==> src/rtl/rxq_pkg.sv <==
package rxq_pkg;
   // Modular index wrap for a ring of arbitrary depth; argument stays below 2*depth.
   function automatic int wrap_idx(input int v, input int depth);
      return (v >= depth) ? v - depth : v;
   endfunction

   typedef enum logic {
      RXQ_SRC_READY = 1'b0,
      RXQ_SRC_FULL  = 1'b1
   } rxq_src_e;
endpackage

==> src/rtl/rxq_ctrl.sv <==
module rxq_ctrl #(
   parameter int DEPTH = 4,
   localparam int PW = (DEPTH > 1) ? $clog2(DEPTH) : 1,
   localparam int CW = $clog2(DEPTH + 1)
) (
   input  logic          clk,
   input  logic          rst_n,
   input  logic          flush,
   input  logic          pop_req,
   input  logic          push_req,
   input  logic          brk,
   output logic [CW-1:0] count,
   output logic [PW-1:0] head,
   output logic          wr_en,
   output logic [PW-1:0] wr_idx
);
   import rxq_pkg::*;

   logic [CW-1:0] cnt_q, cnt_d;
   logic [PW-1:0] head_q, head_d;

   always_comb begin
      int c;
      int h;
      int w;
      c = int'(cnt_q);
      h = int'(head_q);
      w = 0;
      wr_en = 1'b0;
      // pop first, so a same-cycle push lands behind the remaining bytes
      if (pop_req && c != 0) begin
         c = c - 1;
         h = wrap_idx(h + 1, DEPTH);
      end
      if (brk) begin
         wr_en = 1'b1;
         if (c == DEPTH) begin
            w = wrap_idx(h + DEPTH - 1, DEPTH);   // replace newest
         end else begin
            w = wrap_idx(h + c, DEPTH);
            c = c + 1;
         end
      end else if (push_req) begin
         wr_en = 1'b1;
         w = wrap_idx(h + c, DEPTH);
         c = c + 1;
      end
      if (flush) begin
         wr_en = 1'b0;
         c = 0;
         h = 0;
      end
      cnt_d  = CW'(c);
      head_d = PW'(h);
      wr_idx = PW'(w);
   end

   always_ff @(posedge clk or negedge rst_n) begin
      if (!rst_n) begin
         cnt_q  <= '0;
         head_q <= '0;
      end else begin
         cnt_q  <= cnt_d;
         head_q <= head_d;
      end
   end

   assign count = cnt_q;
   assign head  = head_q;
endmodule

==> src/rtl/rxq_store.sv <==
module rxq_store #(
   parameter int DATA_W        = 8,
   parameter int DEPTH         = 4,
   parameter bit CLEAR_STORAGE = 1'b1,
   localparam int PW = (DEPTH > 1) ? $clog2(DEPTH) : 1
) (
   input  logic              clk,
   input  logic              rst_n,
   input  logic              wr_en,
   input  logic [PW-1:0]     wr_idx,
   input  logic [DATA_W-1:0] wr_data,
   input  logic [PW-1:0]     rd_idx,
   output logic [DATA_W-1:0] rd_data
);
   logic [DATA_W-1:0] slot [DEPTH];

   for (genvar i = 0; i < DEPTH; i++) begin : g_slot
      if (CLEAR_STORAGE) begin : g_rst
         always_ff @(posedge clk or negedge rst_n) begin
            if (!rst_n) slot[i] <= '0;
            else if (wr_en && wr_idx == PW'(i)) slot[i] <= wr_data;
         end
      end else begin : g_norst
         always_ff @(posedge clk) begin
            if (wr_en && wr_idx == PW'(i)) slot[i] <= wr_data;
         end
      end
   end

   assign rd_data = slot[rd_idx];
endmodule

==> src/rtl/rxq_irq.sv <==
module rxq_irq (
   input  logic       clk,
   input  logic       rst_n,
   input  logic       brk_set,
   input  logic       brk_clr,
   input  logic       stat_rdy,
   input  logic       stat_full,
   input  logic       src_sel,
   input  logic [1:0] mask,
   output logic       brk_flag,
   output logic       irq
);
   import rxq_pkg::*;

   logic flag_q;
   logic rx_cond;

   always_ff @(posedge clk or negedge rst_n) begin
      if (!rst_n)        flag_q <= 1'b0;
      else if (brk_set)  flag_q <= 1'b1;
      else if (brk_clr)  flag_q <= 1'b0;
   end

   always_comb begin
      unique case (rxq_src_e'(src_sel))
         RXQ_SRC_FULL:  rx_cond = stat_full;
         default:       rx_cond = stat_rdy;
      endcase
   end

   assign brk_flag = flag_q;
   assign irq      = (mask[0] & rx_cond) | (mask[1] & flag_q);
endmodule

==> src/rtl/rx_break_fifo.sv <==
module rx_break_fifo #(
   parameter int DATA_W        = 8,
   parameter int DEPTH         = 4,
   parameter bit CLEAR_STORAGE = 1'b1
) (
   input  logic              clk,
   input  logic              rst_n,
   input  logic              rx_en,
   input  logic              in_valid,
   input  logic [DATA_W-1:0] in_data,
   output logic              in_ready,
   input  logic              brk_event,
   input  logic              brk_clear,
   input  logic              flush,
   input  logic              host_rd,
   output logic [DATA_W-1:0] rd_data,
   output logic              stat_rdy,
   output logic              stat_full,
   output logic              brk_flag,
   input  logic              irq_src_full,
   input  logic [1:0]        irq_mask,
   output logic              irq
);
   localparam int PW = (DEPTH > 1) ? $clog2(DEPTH) : 1;
   localparam int CW = $clog2(DEPTH + 1);

   if (DEPTH < 2) begin : g_bad_depth
      $error("rx_break_fifo: DEPTH must be at least 2");
   end
   if (DATA_W < 1) begin : g_bad_width
      $error("rx_break_fifo: DATA_W must be positive");
   end

   logic [CW-1:0]     count;
   logic [PW-1:0]     head;
   logic              wr_en;
   logic [PW-1:0]     wr_idx;
   logic [DATA_W-1:0] wr_data;
   logic [DATA_W-1:0] oldest;
   logic              push_ok;

   assign stat_rdy  = (count != '0);
   assign stat_full = (count == CW'(DEPTH));
   assign in_ready  = rx_en & ~stat_full & ~brk_event & ~flush;
   assign push_ok   = in_valid & in_ready;
   assign wr_data   = brk_event ? '0 : in_data;
   assign rd_data   = stat_rdy ? oldest : '0;

   rxq_ctrl #(.DEPTH(DEPTH)) u_ctrl (
      .clk      (clk),
      .rst_n    (rst_n),
      .flush    (flush),
      .pop_req  (host_rd),
      .push_req (push_ok),
      .brk      (brk_event),
      .count    (count),
      .head     (head),
      .wr_en    (wr_en),
      .wr_idx   (wr_idx)
   );

   rxq_store #(.DATA_W(DATA_W), .DEPTH(DEPTH), .CLEAR_STORAGE(CLEAR_STORAGE)) u_store (
      .clk     (clk),
      .rst_n   (rst_n),
      .wr_en   (wr_en),
      .wr_idx  (wr_idx),
      .wr_data (wr_data),
      .rd_idx  (head),
      .rd_data (oldest)
   );

   rxq_irq u_irq (
      .clk       (clk),
      .rst_n     (rst_n),
      .brk_set   (brk_event),
      .brk_clr   (brk_clear),
      .stat_rdy  (stat_rdy),
      .stat_full (stat_full),
      .src_sel   (irq_src_full),
      .mask      (irq_mask),
      .brk_flag  (brk_flag),
      .irq       (irq)
   );
endmodule

==> config.mk <==
export PLATFORM = sky130hd
export DESIGN_NAME = rx_break_fifo
export DESIGN_NICKNAME = d
export VERILOG_FILES = /design/src/rtl/rxq_pkg.sv /design/src/rtl/rxq_ctrl.sv /design/src/rtl/rxq_store.sv /design/src/rtl/rxq_irq.sv /design/src/rtl/rx_break_fifo.sv
export SDC_FILE = /design/constraint.sdc
export NUM_CORES = 1
export LEC_CHECK = 0
export ABC_AREA = 1
export CAP_MARGIN = 20
export CORE_ASPECT_RATIO = 0.75
export CORE_MARGIN = 4
export CORE_UTILIZATION = 45
export DETAILED_ROUTE_END_ITERATION = 16
export DONT_BUFFER_PORTS = 1
export HOLD_SLACK_MARGIN = 0.08
export SLEW_MARGIN = 20
export SYNTH_ARGS = -nofsm -noshare
export SYNTH_HDL_FRONTEND = slang
export SYNTH_HIERARCHICAL = 1
export SYNTH_SLANG_ARGS = --single-unit
export TNS_END_PERCENT = 10
==> constraint.sdc <==
create_clock -name clk -period 5.4 [get_ports clk]
set_input_delay 0.54 -clock clk [delete_from_list [all_inputs] [get_ports clk]]
set_output_delay 0.54 -clock clk [all_outputs]
set_load 0.01 [all_outputs]
; ---- After elaboration in Yosys (flattened, before gate mapping)
; Index checks and enable logic that the tools add are counted.
[classes]
add_sub_neg = 9
order_cmp = 4
eq_ne = 5
mux = 24
bitwise = 11
reduce_logical = 9
[ops]
columns = cell, count
row1 = $ge 32x4->1 const B, 3
row2 = $mux 32, 3
row3 = $add 32x32->32, 1
row4 = $add 32x4->32 const B, 1
row5 = $eq 32x4->1 const B, 1
row6 = $mux 8, 4
row7 = $sub 32x2->32 const B, 1
row8 = $sub 32x4->32 const B, 1
row9 = $bmux 8 s2, 1
row10 = $mux 2, 6
row11 = $mux 3, 4
row12 = $and 1x1->1, 6
row13 = $mux 1, 6
row14 = $reduce_bool 3->1, 2
row15 = $logic_and 1x1->1, 5
row16 = $eq 2x2->1 const B, 2
row17 = $sub 2x1->2 const B, 2
row18 = $sub 3x1->4 const B, 1
row19 = $add 2x1->3 const B, 1
row20 = $add 3x2->3 const B, 1
row21 = $eq 3x3->1 const B, 1
row22 = $ge 3x3->1 const B, 1
row23 = $not 1->1, 3
row24 = $not 2->3, 1
row25 = other kinds (4), 4
[totals]
regBits = 38
inputBits = 19
out_inout_bits = 13
word_cells = 69

; ---- Logic depth before layout (Yosys ltp)
; Gate-level depths: netlist of the first run.
[depth]
word_depth = 12
ltp_mapped = 17
ltp_nobuf = 16

; ---- Modules after synthesis
; The synthesis of the first run kept the hierarchy.
[modules_own_cells]
columns = mod, n_inst, cells_each, area_each_um2, seq_area_each_um2
row1 = rxq_store, 1, 235, 1790.5, 800.8
row2 = rxq_ctrl, 1, 83, 575.6, 125.1
row3 = rx_break_fifo, 1, 45, 191.4, 0.0
row4 = rxq_irq, 1, 11, 67.6, 25.0

; ---- Worst setup path after synthesis of the first run
; No wires, ideal clock.
[synth_path]
path_type = flip-flop to flip-flop
start = register u_ctrl.cnt_q[0] (netlist: u_ctrl/count[0])
end = register u_store/slot[24] in the netlist's numbering
setup_time_ns = 0.116
arrival_time_ns = 2.097
required_time_ns = 5.284
slack_ns = 3.186
stages_incl_launch_ff = 18
n_path_buf = 1
synth_period_minus_slack_ns = 2.214
path_cell_list = dfrtp_1 -> inv_1 -> ha_1 -> nand2_4 -> nand2_4 -> nand2_2 -> nand2_4 -> nor2_1 -> inv_1 -> nand2_1 -> nand2_1 -> o21ai_1 -> nand2_1 -> buf_6 -> nor2_8 -> nand2_4 -> nand2_1 -> nand2_1
[synth_via]
elab_chain_len = 11
word_cells_on_any_way = 29
cone_classes = 6 x add/sub / 2 x order compare / 2 x eq/ne / 10 x mux / 5 x bitwise / 4 x reduce/logical
[synth_lines]
columns = item, line_no
row1 = start: declaration, rxq_ctrl.sv:19  ; logic [CW-1:0] cnt_q, cnt_d;
row2 = start signal: assignment, rxq_ctrl.sv:63  ; cnt_q <= cnt_d;
row3 = $reduce_bool 3->1, rxq_ctrl.sv:31  ; if (pop_req && c != 0) begin
row4 = $logic_and 1x1->1, rxq_ctrl.sv:31
row5 = $mux 32, rxq_ctrl.sv:31
row6 = $add 32x4->32, rxq_ctrl.sv:38  ; w = wrap_idx(h + DEPTH - 1, DEPTH);
row7 = $sub 32x2->32, rxq_ctrl.sv:38
row8 = $ge 32x4->1 / $sub 2x1->2 (equally long branches), rxq_pkg.sv:4  ; return (v >= depth) ? v - depth : v;
row9 = $mux 2, rxq_pkg.sv:4
row10 = $mux 2, rxq_ctrl.sv:37  ; if (c == DEPTH) begin
row11 = $mux 2 *, rxq_ctrl.sv:35  ; if (brk) begin
row12 = named net wr_idx[1], rx_break_fifo.sv:37  ; logic [PW-1:0] wr_idx;
row13 = $logic_not 2->1 *, rxq_store.sv:21  ; else if (wr_en && wr_idx == PW'(i)) slot[i] <= wr_data;
row14 = $logic_and 1x1->1 *, rxq_store.sv:21
row15 = end signal: indexed assignment, rxq_store.sv:21
row16 = end: declaration, rxq_store.sv:15  ; logic [DATA_W-1:0] slot [DEPTH];
; Mark *: on every way through the listed nets, which the timed path passes. The rest lies on a longest branch.
; A chain may end at the register's enable or synchronous reset.

; ---- Worst setup path in the final report of the first run
[layout_path]
start = register u_ctrl.cnt_q[0] (netlist: u_ctrl/count[0])
end = register u_store/slot[3] in the netlist's numbering
[layout_via]
elab_chain_len = 11
word_cells_on_any_way = 29
cone_classes = 6 x add/sub / 2 x order compare / 3 x eq/ne / 10 x mux / 5 x bitwise / 3 x reduce/logical
[layout_lines]
columns = item, line_no
row1 = $reduce_bool 3->1, rxq_ctrl.sv:31
row2 = $logic_and 1x1->1, rxq_ctrl.sv:31
row3 = $mux 32, rxq_ctrl.sv:31
row4 = $add 32x4->32, rxq_ctrl.sv:38
row5 = $sub 32x2->32, rxq_ctrl.sv:38
row6 = $ge 32x4->1 / $sub 2x1->2 (equally long branches), rxq_pkg.sv:4
row7 = $mux 2, rxq_pkg.sv:4
row8 = $mux 2, rxq_ctrl.sv:37
row9 = $mux 2 *, rxq_ctrl.sv:35
row10 = named net wr_idx[0], rx_break_fifo.sv:37
row11 = $eq 2x2->1 *, rxq_store.sv:21
row12 = $logic_and 1x1->1 *, rxq_store.sv:21
; Marks and branches as above.

==> reports/results.ini, run 1 <==
[timing]
final_hold_viol_count = 0
rsz0062_at_grt = false
final-max-slew-violation-count = 0
setup_viol = 0
max_slew_margin_pct = 40.49
skew_ns = 0.003071
fin_crit_sh_pct = 55.79
tns_ns = 0
fmaxAchievable_ghz = 0.3319
fin_crit_ns = 3.013
tightest_slew_ns = 0.8927

[cts]
path_clk_slew_ns = 0.07
cts_inserted_buffers = 5
root_buffer = clkbuf_8
clock_sinks = 38
h-tree-depth = 2
holdBufCountCts = 1
worst_skew_pair.late_latency_ns = 0.28
clk_path_buf_depth = 2
cts_tree = yes
cts_post_setup_buffers_inserted = 0
cts.repair.resized = 0

[routing]
drc = 0
dr.pass1.iters = 4
via_count = 2182
wl_per_cell_microns = 13.70
routed_via_density = 4.892
drt-total-wl_microns = 6110
ant_nets = 0
drtIter0Drc = 152

[global_route]
grt_max_degree = 39
grt_overflow = 0
grt_pass1_vias = 2025
grt_usage_pct = 19.35
antenna_found_initial = 0
grt_pass1_wl_microns = 10360

[setup_path]
critPathRequiredTime_ns = 5.57
crit_path_end_kind = flip-flop
reg2reg_depth = 12
path_max_fanout = 16
cp_slowest_stage_delay_ns = 0.71
critPathKind = flip-flop to flip-flop
worstPathArrival_ns = 3.18
crit_chain = inv_1 -> ha_1 -> nand2_4 -> nand3_1 -> nand2_4 -> nand3_4 -> nor2_8 -> nand2_2 -> a21oi_2 -> nand3_4 -> nand2_1 -> o21ai_2
cp-start-kind = flip-flop
slowest_stage = a21oi_2
crit_start = u_ctrl/count[0]
r2r-start = u_ctrl/count[0]
r2r-end = u_store/slot[3]
reg2reg_slack_ns = 2.39

[logic_synthesis]
yosys_register_bits = 38
synthesis.area_sq_um = 2625
synth_adder_area_share_pct = 1.430
synth_edf_count = 0
yosysSeqAreaShare_pct = 36.22
synthTopCellsByArea = dfrtp_1 36%, nand2_1 17%, inv_1 11%
syn_inst = 374
ys_async_sr_fraction_pct = 100.0
yosys.area_share.xor_xnor_pct = 1.001
syn_nets = 396
synth-simple-area-share_pct = 41.71
ys_types = 27
synth_compound_area_share_pct = 3.956
synth_top_area_share_pct = 36.22
synthFlopType = dfrtp_1
synth.mux.area_fraction_pct = 0
yosysWarnings = 6
synthTopCellsByCount = 121 x nand2_1, 75 x inv_1, 38 x dfrtp_1, 31 x nand3_1, 29 x nor2_1
synth_top_family_by_area = simple AND/OR/NAND/NOR gates
yosys.area.top_type = dfrtp_1
yosysMostFrequentCell = nand2_1
syn_area_per_cell_sq_um = 7.019

[finish]
fillCellCount = 560
nNetsFinal = 393
antenna_cells = 0
area_growth_syn_to_layout_pct = 3.527
fin_cells = 446
multi_input_area_sq_um = 1265
layout-drive-gt1-share_pct = 12.40
seqCellArea_sq_um = 950.9

[place]
port_buffers = 0
place_hpwl_microns = 4598
dpl.cell_count = 438
gp_congestion = 0.8987

[die]
floorplan.initialDensity_pct = 47.76
dieArea_sq_um = 7132
placement_rows = 23
coreArea_sq_um = 5497
dieHeight_microns = 74.15
io_pins = 32
die_w_microns = 96.19

[power_and_ir_drop]
p_leak_nw = 1.495
peakVddDrop_uv = 210.5
p_per_area_nw_per_um2 = 503.5

[hold_path]
hold_path_class = input pin to async pin

[job]
cap_viol_max_count = 0

[run_status]
status = complete, no violations

placed cells by master (no fill, tap or decap), types with 2 or more instances in the layout:
| master | count |
|---|---|
| clkbuf_1 | 2 |
| clkbuf_8 | 5 |
| dfrtp_1 | 38 |
| ha_1 | 3 |
| inv_1 | 75 |
| inv_2 | 6 |
| nand2_1 | 121 |
| nand2_2 | 10 |
| nand2_4 | 5 |
| nand3_1 | 31 |
| nand3_4 | 4 |
| nand4_1 | 18 |
| nor2_1 | 28 |
| nor2_2 | 2 |
| nor2_8 | 2 |
| o21ai_2 | 8 |
| xor2_1 | 2 |
state kept, by name (all words and copies together) (netlist names):
| name | count |
|---|---|
| u_store/slot | 32 |
| u_ctrl/count | 3 |
| u_ctrl/head | 2 |
| u_irq/brk_flag | 1 |
area by class of cell:
cell class              count  area share, %
inverters                  81          11.19
well taps                  75          3.453
clock buffers               7          2.808
flip-flops and latches     38          34.99
multi-input cells         243          46.55
repair buffers              2          1.013
worst max-delay path by stage:
stage,cells after the start,endpoint,slack (ns)
floorplan,17,u_store/slot[24],3.19
CTS,12,u_store/slot[3],2.39
detailed placement,12,u_store/slot[3],2.40
global route,12,u_store/slot[3],2.16
global placement,12,u_store/slot[4],2.51
finish,12,u_store/slot[3],2.39
through the flow:
step / total power, mW / cell area, sq um / setup WS, ns / utilization (%) / hold slack (ns)
final: 1.368 / 2718 / 2.387 / 49.44 / 0.08733
after floorplan: 1.069 / 2625 / 3.186 / - / 0.2444
after global routing: 1.517 / 2718 / 2.159 / 49.44 / 0.09060
after detailed placement: 1.186 / 2621 / 2.401 / 47.69 / 0.2458
after CTS: 1.379 / 2718 / 2.386 / 49.44 / 0.09433
after global placement: 1.172 / 2621 / 2.514 / 47.69 / 0.2458
report_power, final:
| group | leakage [nW] | switching (mW) | internal (mW) |
|---|---|---|---|
| logic | 0.955 | 0.481 | 0.229 |
| clock network | 0.0383 | 0.0921 | 0.0889 |
| registers | 0.501 | 0.0850 | 0.392 |
per-layer routing:
| metal | up-vias | share of wire [%] | track usage [%] |
|---|---|---|---|
| li1 | 1128 | - | - |
| met1 | 986 | 55 | 32.36 |
| met2 | 66 | 37 | 25.71 |
| met3 | 2 | 7.8 | 3.438 |
| met4 | 0 | 0.25 | 3.155 |
| met5 | - | 0 | 0 |
critical path, delay by kind of cell (launching register included):
family                     cells  cell delay [ns]
AOI/OAI and AO/OA              2             0.77
adders and majority gates      1             0.27
buffers and inverters          1             0.14
DFF                            1             0.49
and+or+nand+nor                8             1.22
logic make-up after synthesis:
group / after synthesis
buf+inv: 93
simple gates: 224
flops: 38
fa+ha+maj: 3
xor+xnor: 3
compound gates: 13
(Power assumes the default switching activity.)
==> run 2: changes to the inputs <==
Clock period 5.4 ns to 2.4 ns, I/O delays scaled along.
==> run 2 against run 1 <==
Compared with the run above:
- clock-buffer cell count is 1 lower
- setup slack got worse by 2.2 ns
- first-iteration DRC count rose by 16%
- clock power grew to 3.8 times the previous value
- sequential cell count did not move
- non-clock buffer count up 13
- cell count rose by 3.1%
- critical path depth increased by 1
- combinational power rose to 2.5 times the previous value
- hold slack improved by 0.073 ns
- design area is 7.3% higher
==> reports/results.ini, run 2 (synthesis gave the netlist of run 1 again) <==
[run_status]
status = complete, no violations  ; unchanged

[global_route]
grt_max_degree = 39  ; unchanged
grt_pass1_wl_microns = 10670  ; was 10360 microns
antenna_found_initial = 0  ; unchanged
grt_usage_pct = 20.09  ; was 19.35%
grt_pass1_vias = 2143  ; was 2025
grt_overflow = 0  ; unchanged

[cts]
cts_post_setup_buffers_inserted = 0  ; unchanged
clock_sinks = 38  ; unchanged
cts_inserted_buffers = 5  ; unchanged
cts_tree = yes  ; unchanged
worst_skew_pair.late_latency_ns = 0.30  ; was 0.28 ns
h-tree-depth = 2  ; unchanged
clk_path_buf_depth = 2  ; unchanged
path_clk_slew_ns = 0.08  ; was 0.07 ns
root_buffer = clkbuf_8  ; unchanged

[finish]
regMostFlops = u_store/slot  ; unchanged
layout-drive-gt1-share_pct = 16.10  ; was 12.40%
antenna_cells = 0  ; unchanged
multi_input_area_sq_um = 1272  ; was 1265 sq um
largest_register_ff_count = 32  ; unchanged
seqCellArea_sq_um = 950.9  ; unchanged
mostFrequentLayoutCell = nand2_1  ; unchanged
area_growth_syn_to_layout_pct = 11.06  ; was 3.527%
stdcell_area_sq_um = 2915  ; was 2718 sq um
nNetsFinal = 406  ; was 393
fillCellCount = 560  ; unchanged
final_cell_mix = 119 x nand2_1, 74 x inv_1, 38 x dfrtp_1  ; was 121 x nand2_1, 75 x inv_1, 38 x dfrtp_1

[job]
cap_viol_max_count = 0  ; unchanged

[power_and_ir_drop]
power_mw = 3.511  ; was 1.368 mW
peakVddDrop_uv = 556.5  ; was 210.5 uV
p_per_area_nw_per_um2 = 1204  ; was 503.5 nW/um^2
p_leak_nw = 1.593  ; was 1.495 nW

[routing]
dr.pass1.iters = 4  ; unchanged
dr_wl_met2_microns = 2437  ; was 2262 microns
drtIter0Drc = 177  ; was 152
wl_met3_microns = 339  ; was 476 microns
drt-total-wl_microns = 6433  ; was 6110 microns
wl_per_cell_microns = 13.98  ; was 13.70 microns
wl_met1_microns = 3588  ; was 3355 microns
ant_nets = 0  ; unchanged
routed_via_density = 4.830  ; was 4.892
via_count = 2222  ; was 2182
drc = 0  ; unchanged
maxUsedRoutingLayer = met4  ; unchanged

[setup_path]
cp_num_buf_inv = 1  ; unchanged
path_max_fanout = 16  ; unchanged
critPathRequiredTime_ns = 2.58  ; was 5.57 ns
cp_slowest_stage_delay_ns = 0.39  ; was 0.71 ns
critPathKind = flip-flop to flip-flop  ; unchanged
crit_path_frequent_cell = nand2_4
crit_path_end_kind = flip-flop  ; unchanged
critPathTopFamily = simple AND/OR/NAND/NOR gates  ; unchanged
cp-start-kind = flip-flop  ; unchanged
slowest_stage = dfrtp_1  ; was a21oi_2
worstPathArrival_ns = 2.38  ; was 3.18 ns
crit_chain = inv_1 -> ha_2 -> nand2_4 -> nand2_4 -> nand2_2 -> nand2_4 -> nand3_4 -> nor2_8 -> nand2_2 -> a21oi_2 -> nand3_4 -> nand2_1 -> o21ai_2  ; was inv_1 -> ha_1 -> nand2_4 -> nand3_1 -> nand2_4 -> nand3_4 -> nor2_8 -> nand2_2 -> a21oi_2 -> nand3_4 -> nand2_1 -> o21ai_2

[place]
dpl_cell_area_sq_um = 2701  ; was 2621 sq um
dp_slack_ns = 0.1287  ; was 2.401 ns
port_buffers = 0  ; unchanged
place_hpwl_microns = 4642  ; was 4598 microns
gp_congestion = 0.8207  ; was 0.8987

[timing]
max_slew_margin_pct = 68.78  ; was 40.49%
skew_ns = 0.007507  ; was 0.003071 ns
rsz0062_at_grt = false  ; unchanged
tns_ns = 0  ; unchanged
final-max-slew-violation-count = 0  ; unchanged
fin_crit_sh_pct = 91.55  ; was 55.79%
setup_viol = 0  ; unchanged
fmaxAchievable_ghz = 0.4551  ; was 0.3319 GHz
setup_slack_ns = 0.2028  ; was 2.387 ns
tightest_slew_ns = 0.4666  ; was 0.8927 ns
fin_crit_ns = 2.197  ; was 3.013 ns
final_hold_viol_count = 0  ; unchanged
holdWs_ns = 0.1599  ; was 0.08733 ns

[die]
placement_rows = 23  ; unchanged
coreArea_sq_um = 5497  ; unchanged
floorplan.initialDensity_pct = 47.76  ; unchanged
dieHeight_microns = 74.15  ; unchanged
io_pins = 32  ; unchanged
die_w_microns = 96.19  ; unchanged
dieArea_sq_um = 7132  ; unchanged

[hold_path]
hold_path_class = input pin to flip-flop  ; was input pin to async pin

run 2: cell type report:
class	count	share of cell area, %
well taps	75	3.219
multi-input cells	243	43.65
inverters	81	10.43
clock inverters	2	2.060
clock buffers	6	2.833
flip-flops and latches	38	32.62
repair buffers	15	5.193
run 2: final timing paths:
kind	start	cells past startpoint	end	slack (ns)
max	u_ctrl/count[1]	13	u_store/slot[7]	0.20
min	flush	3	u_ctrl/count[0]	0.16
max reg2reg	u_ctrl/count[1]	13	u_store/slot[7]	0.20
min reg2reg	u_store/slot[20]	2	u_store/slot[20]	0.47
max in group asynchronous	rst_n	2	u_store/slot[20]	1.79
min in group asynchronous	rst_n	2	u_store/slot[18]	0.40
run 2: layer usage:
| metal | GRT usage (%) | vias up |
|---|---|---|
| li1 | - | 1150 |
| met1 | 32.85 | 1019 |
| met2 | 26.55 | 45 |
| met3 | 3.236 | 8 |
| met4 | 5.994 | 0 |
| met5 | 0 | - |
run 2: power by group:
part	total [mW]	internal [mW]	switching, mW
logic	1.78	0.619	1.16
registers	1.04	0.883	0.160
clock network	0.686	0.444	0.242
total	3.51	1.95	1.57
run 2: what timing repair did:
| item | CTS | global route |
|---|---|---|
| endpoints found under the hold margin | 42 | 0 |
| hold buffers | 5 | 0 |
| gates resized for setup | 0 | 5 |
| endpoints found under the setup margin | 0 | 30 |
run 2: tightest hold or removal path: stages:
cell	delay, ns
nor2_1	0.03
nor2_1	0.09
nor3_1	0.05
run 2: stage by stage:
stage,utilization (%),std cells
3_5_place_dp,49.15,447
2_1_floorplan,-,374
6_report,53.04,460
5_1_grt,53.04,460
3_3_place_gp,49.15,447
4_1_cts,52.83,460
==> run 3: changes to the inputs <==
Settings changed: ABC_AREA 1 to unset, GPL_TIMING_DRIVEN set to 0, RECOVER_POWER set to 100.
==> run 3 against run 2 <==
Compared with the run above:
- sequential power is essentially flat
- largest cell class unchanged
- the run now ends with capacitance limit, slew limit, setup timing left
- sequential share of layout area grew 5.5 points
- first-iteration DRC count is 55% lower
- global-route usage fell by 2.1 points
==> reports/results.ini, run 3 <==
[run_status]
status = complete, but fails checks  ; was complete, no violations
failed_checks = capacitance limit, slew limit, setup timing

[timing]
setup_slack_ns = -0.3759  ; was 0.2028 ns
tightest_slew_ns = 1.647  ; was 0.4666 ns
max_slew_margin_pct = -9.833  ; was 68.78%
fin_crit_ns = 2.776  ; was 2.197 ns
fmaxAchievable_ghz = 0.3602  ; was 0.4551 GHz
final-max-slew-violation-count = 39  ; was 0
rsz0062_at_grt = true  ; was false
fin_crit_sh_pct = 115.7  ; was 91.55%
setup_viol = 33  ; was 0
final_hold_viol_count = 0  ; unchanged
skew_ns = 0.005513  ; was 0.007507 ns

[logic_synthesis]
synth_edf_count = 0  ; unchanged
yosys_register_bits = 38  ; unchanged
syn_area_per_cell_sq_um = 12.83  ; was 7.019 sq um
yosysMostFrequentCell = dfrtp_1  ; was nand2_1
ys_types = 46  ; was 27
synth_top_area_share_pct = 44.11  ; was 36.22%
yosys.area.top_type = dfrtp_1  ; unchanged
yosysWarnings = 6  ; unchanged
synthFlopType = dfrtp_1  ; unchanged
ys_async_sr_fraction_pct = 100.0  ; unchanged
syn_nets = 190  ; was 396
synthTopCellsByArea = dfrtp_1 44%, mux2_2 17%, mux4_2 8.4%  ; was dfrtp_1 36%, nand2_1 17%, inv_1 11%
syn_inst = 168  ; was 374
synthesis.area_sq_um = 2156  ; was 2625 sq um
synthTopCellsByCount = 38 x dfrtp_1, 32 x mux2_2, 17 x nor2b_1, 8 x mux4_2, 7 x nor2_1  ; was 121 x nand2_1, 75 x inv_1, 38 x dfrtp_1, 31 x nand3_1, 29 x nor2_1
yosysSeqAreaShare_pct = 44.11  ; was 36.22%

[setup_path]
path_max_fanout = 8  ; was 16
crit_chain = inv_4 -> ha_4 -> nand2b_4 -> a211o_2 -> a21boi_4 -> mux2_4 -> o2111a_2 -> nor3b_4 -> buf_12 -> mux2_4  ; was inv_1 -> ha_2 -> nand2_4 -> nand2_4 -> nand2_2 -> nand2_4 -> nand3_4 -> nor2_8 -> nand2_2 -> a21oi_2 -> nand3_4 -> nand2_1 -> o21ai_2
critPathTopFamily = compound AO/OA/AOI/OAI gates  ; was simple AND/OR/NAND/NOR gates
critPathKind = flip-flop to flip-flop  ; unchanged
cp_slowest_stage_delay_ns = 0.44  ; was 0.39 ns
slowest_stage = dfrtp_2  ; was dfrtp_1
worstPathArrival_ns = 2.96  ; was 2.38 ns
cp_num_buf_inv = 2  ; was 1
crit_path_frequent_cell = mux2_4  ; was nand2_4
crit_path_end_kind = flip-flop  ; unchanged
critPathRequiredTime_ns = 2.58  ; about the same
cp-start-kind = flip-flop  ; unchanged

[global_route]
antenna_found_initial = 0  ; unchanged
grt_overflow = 0  ; unchanged
grt_usage_pct = 18.04  ; was 20.09%
grt_pass1_vias = 1502  ; was 2143
grt_pass1_wl_microns = 7769  ; was 10670 microns
grt_max_degree = 39  ; unchanged

[routing]
routed_via_density = 5.795  ; was 4.830
ant_nets = 0  ; unchanged
drt-total-wl_microns = 4803  ; was 6433 microns
drtIter0Drc = 80  ; was 177
wl_per_cell_microns = 19.68  ; was 13.98 microns
via_count = 1414  ; was 2222
drc = 0  ; unchanged
dr.pass1.iters = 4  ; unchanged

[finish]
multi_input_area_sq_um = 1234  ; was 1272 sq um
regMostFlops = u_store/slot  ; unchanged
layout-drive-gt1-share_pct = 41.18  ; was 16.10%
seqCellArea_sq_um = 953.4  ; was 950.9 sq um
mostFrequentLayoutCell = dfrtp_1  ; was nand2_1
area_growth_syn_to_layout_pct = 16.13  ; was 11.06%
final_cell_mix = 36 x dfrtp_1, 24 x mux2_2, 17 x nor2b_1  ; was 119 x nand2_1, 74 x inv_1, 38 x dfrtp_1
fillCellCount = 379  ; was 560
nNetsFinal = 209  ; was 406
largest_register_ff_count = 32  ; unchanged
antenna_cells = 0  ; unchanged
stdcell_area_sq_um = 2504  ; was 2915 sq um

[die]
coreArea_sq_um = 4546  ; was 5497 sq um
dieArea_sq_um = 5973  ; was 7132 sq um
die_w_microns = 87.92  ; was 96.19 microns
io_pins = 32  ; unchanged
floorplan.initialDensity_pct = 47.43  ; was 47.76%
placement_rows = 21  ; was 23
dieHeight_microns = 67.94  ; was 74.15 microns

[place]
port_buffers = 0  ; unchanged
place_hpwl_microns = 3133  ; was 4642 microns
dp_slack_ns = -0.7733  ; was 0.1287 ns
gp_congestion = 0.7495  ; was 0.8207
dpl_cell_area_sq_um = 2266  ; was 2701 sq um

[cts]
path_clk_slew_ns = 0.07  ; was 0.08 ns
cts_inserted_buffers = 5  ; unchanged
worst_skew_pair.late_latency_ns = 0.29  ; was 0.30 ns
clk_path_buf_depth = 2  ; unchanged
h-tree-depth = 2  ; unchanged
root_buffer = clkbuf_8  ; unchanged
clock_sinks = 38  ; unchanged
cts_tree = yes  ; unchanged

[power_and_ir_drop]
internal_power_mw = 1.955  ; was 1.946 mW
p_clk_share_pct = 14.6  ; was 19.5%
comb_power_share_pct = 51.3  ; was 50.7%
pwr-share-seq_pct = 34.1  ; was 29.7%
switchingPower_mw = 1.095  ; was 1.565 mW
p_sw_share_pct = 35.90  ; was 44.58%
p_leak_nw = 1.122  ; was 1.593 nW
peakVddDrop_uv = 720.6  ; was 556.5 uV
p_per_area_nw_per_um2 = 1219  ; was 1204 nW/um^2

[job]
cap_viol_max_count = 1  ; was 0

[hold_path]
hold_path_class = input pin to flip-flop  ; unchanged

-- run 3: cell types whose count changed in the layout (fill, tap and decap cells not counted), sizes merged, moves of 17 or more --
cell / delta
nand2: -133
inv: -76
mux2: +34
nand3: -33
nor2: -25
nand4: -17
nor2b: +17
-- run 3: logic make-up after synthesis --
kind of cell,count (synthesis),share of synthesized area [%]
flip-flops,38,44.11
AO/OA/AOI/OAI,21,7.545
adder cells (fa/ha/maj),3,1.741
XOR/XNOR,5,2.032
AND/OR/NAND/NOR,48,16.14
multiplexers,43,26.58
buffers and inverters,10,1.857
-- run 3: final cells by class --
class,count,area share (%)
inverters,5,0.9495
clock buffers,7,3.448
plain buffers,5,0.7996
well taps,57,2.849
multi-input cells,120,49.28
repair buffers,12,4.598
flip-flops and latches,38,38.08
-- run 3: stage by stage --
stage	util (%)	instances	power (mW)	TNS [ns]	hold slack, ns
6_report	55.08	244	3.051	-9.442	0.1045
5_1_grt	55.08	244	3.267	-14.15	0.1181
4_1_cts	55.08	242	3.078	-9.772	0.09618
3_5_place_dp	49.85	225	2.471	-18.73	-0.05472
3_3_place_gp	49.85	225	2.389	-17.34	-0.05467
2_1_floorplan	-	168	2.200	-9.103	-0.05559
-- run 3: layer usage --
layer  global-route usage [%]  share of wire (%)  wire length, microns
met5                        0                  0                     0
met4                    6.322                1.6                    78
met1                    23.78                 46                  2203
met2                    28.95                 47                  2238
met3                    4.813                5.9                   283
-- run 3: power groups by stage --
stage | clock, mW | sequential (mW) | combinational, mW
final | 0.445 | 1.04 | 1.57
after global routing | 0.480 | 1.07 | 1.72
after floorplan | 0 | 1.02 | 1.18
after CTS | 0.460 | 1.04 | 1.58
after detailed placement | 0 | 1.08 | 1.39
after global placement | 0 | 1.06 | 1.33
-- run 3: path summary, 6_finish.rpt --
kind | slack (ns) | end | cells after the start | from
worst min-delay path | 0.10 | u_irq/brk_flag | 2 | brk_clear
min in group asynchronous | 1.00 | u_irq/brk_flag | 2 | rst_n
max in group asynchronous | 0.33 | u_ctrl/count[0] | 2 | rst_n
worst min register to register | 0.50 | u_store/slot[22] | 1 | u_store/slot[22]
worst max register to register | -0.38 | u_store/slot[26] | 10 | u_ctrl/count[1]
worst max-delay path | -0.38 | u_store/slot[26] | 10 | u_ctrl/count[1]
-- run 3: repair_timing --
action	in CTS	in global routing
buffers inserted	6	2
pin swaps	4	2
hold buffers	4	0
resized for setup	11	0
hold endpoints to repair	44	0
endpoints found under the setup margin	32	33
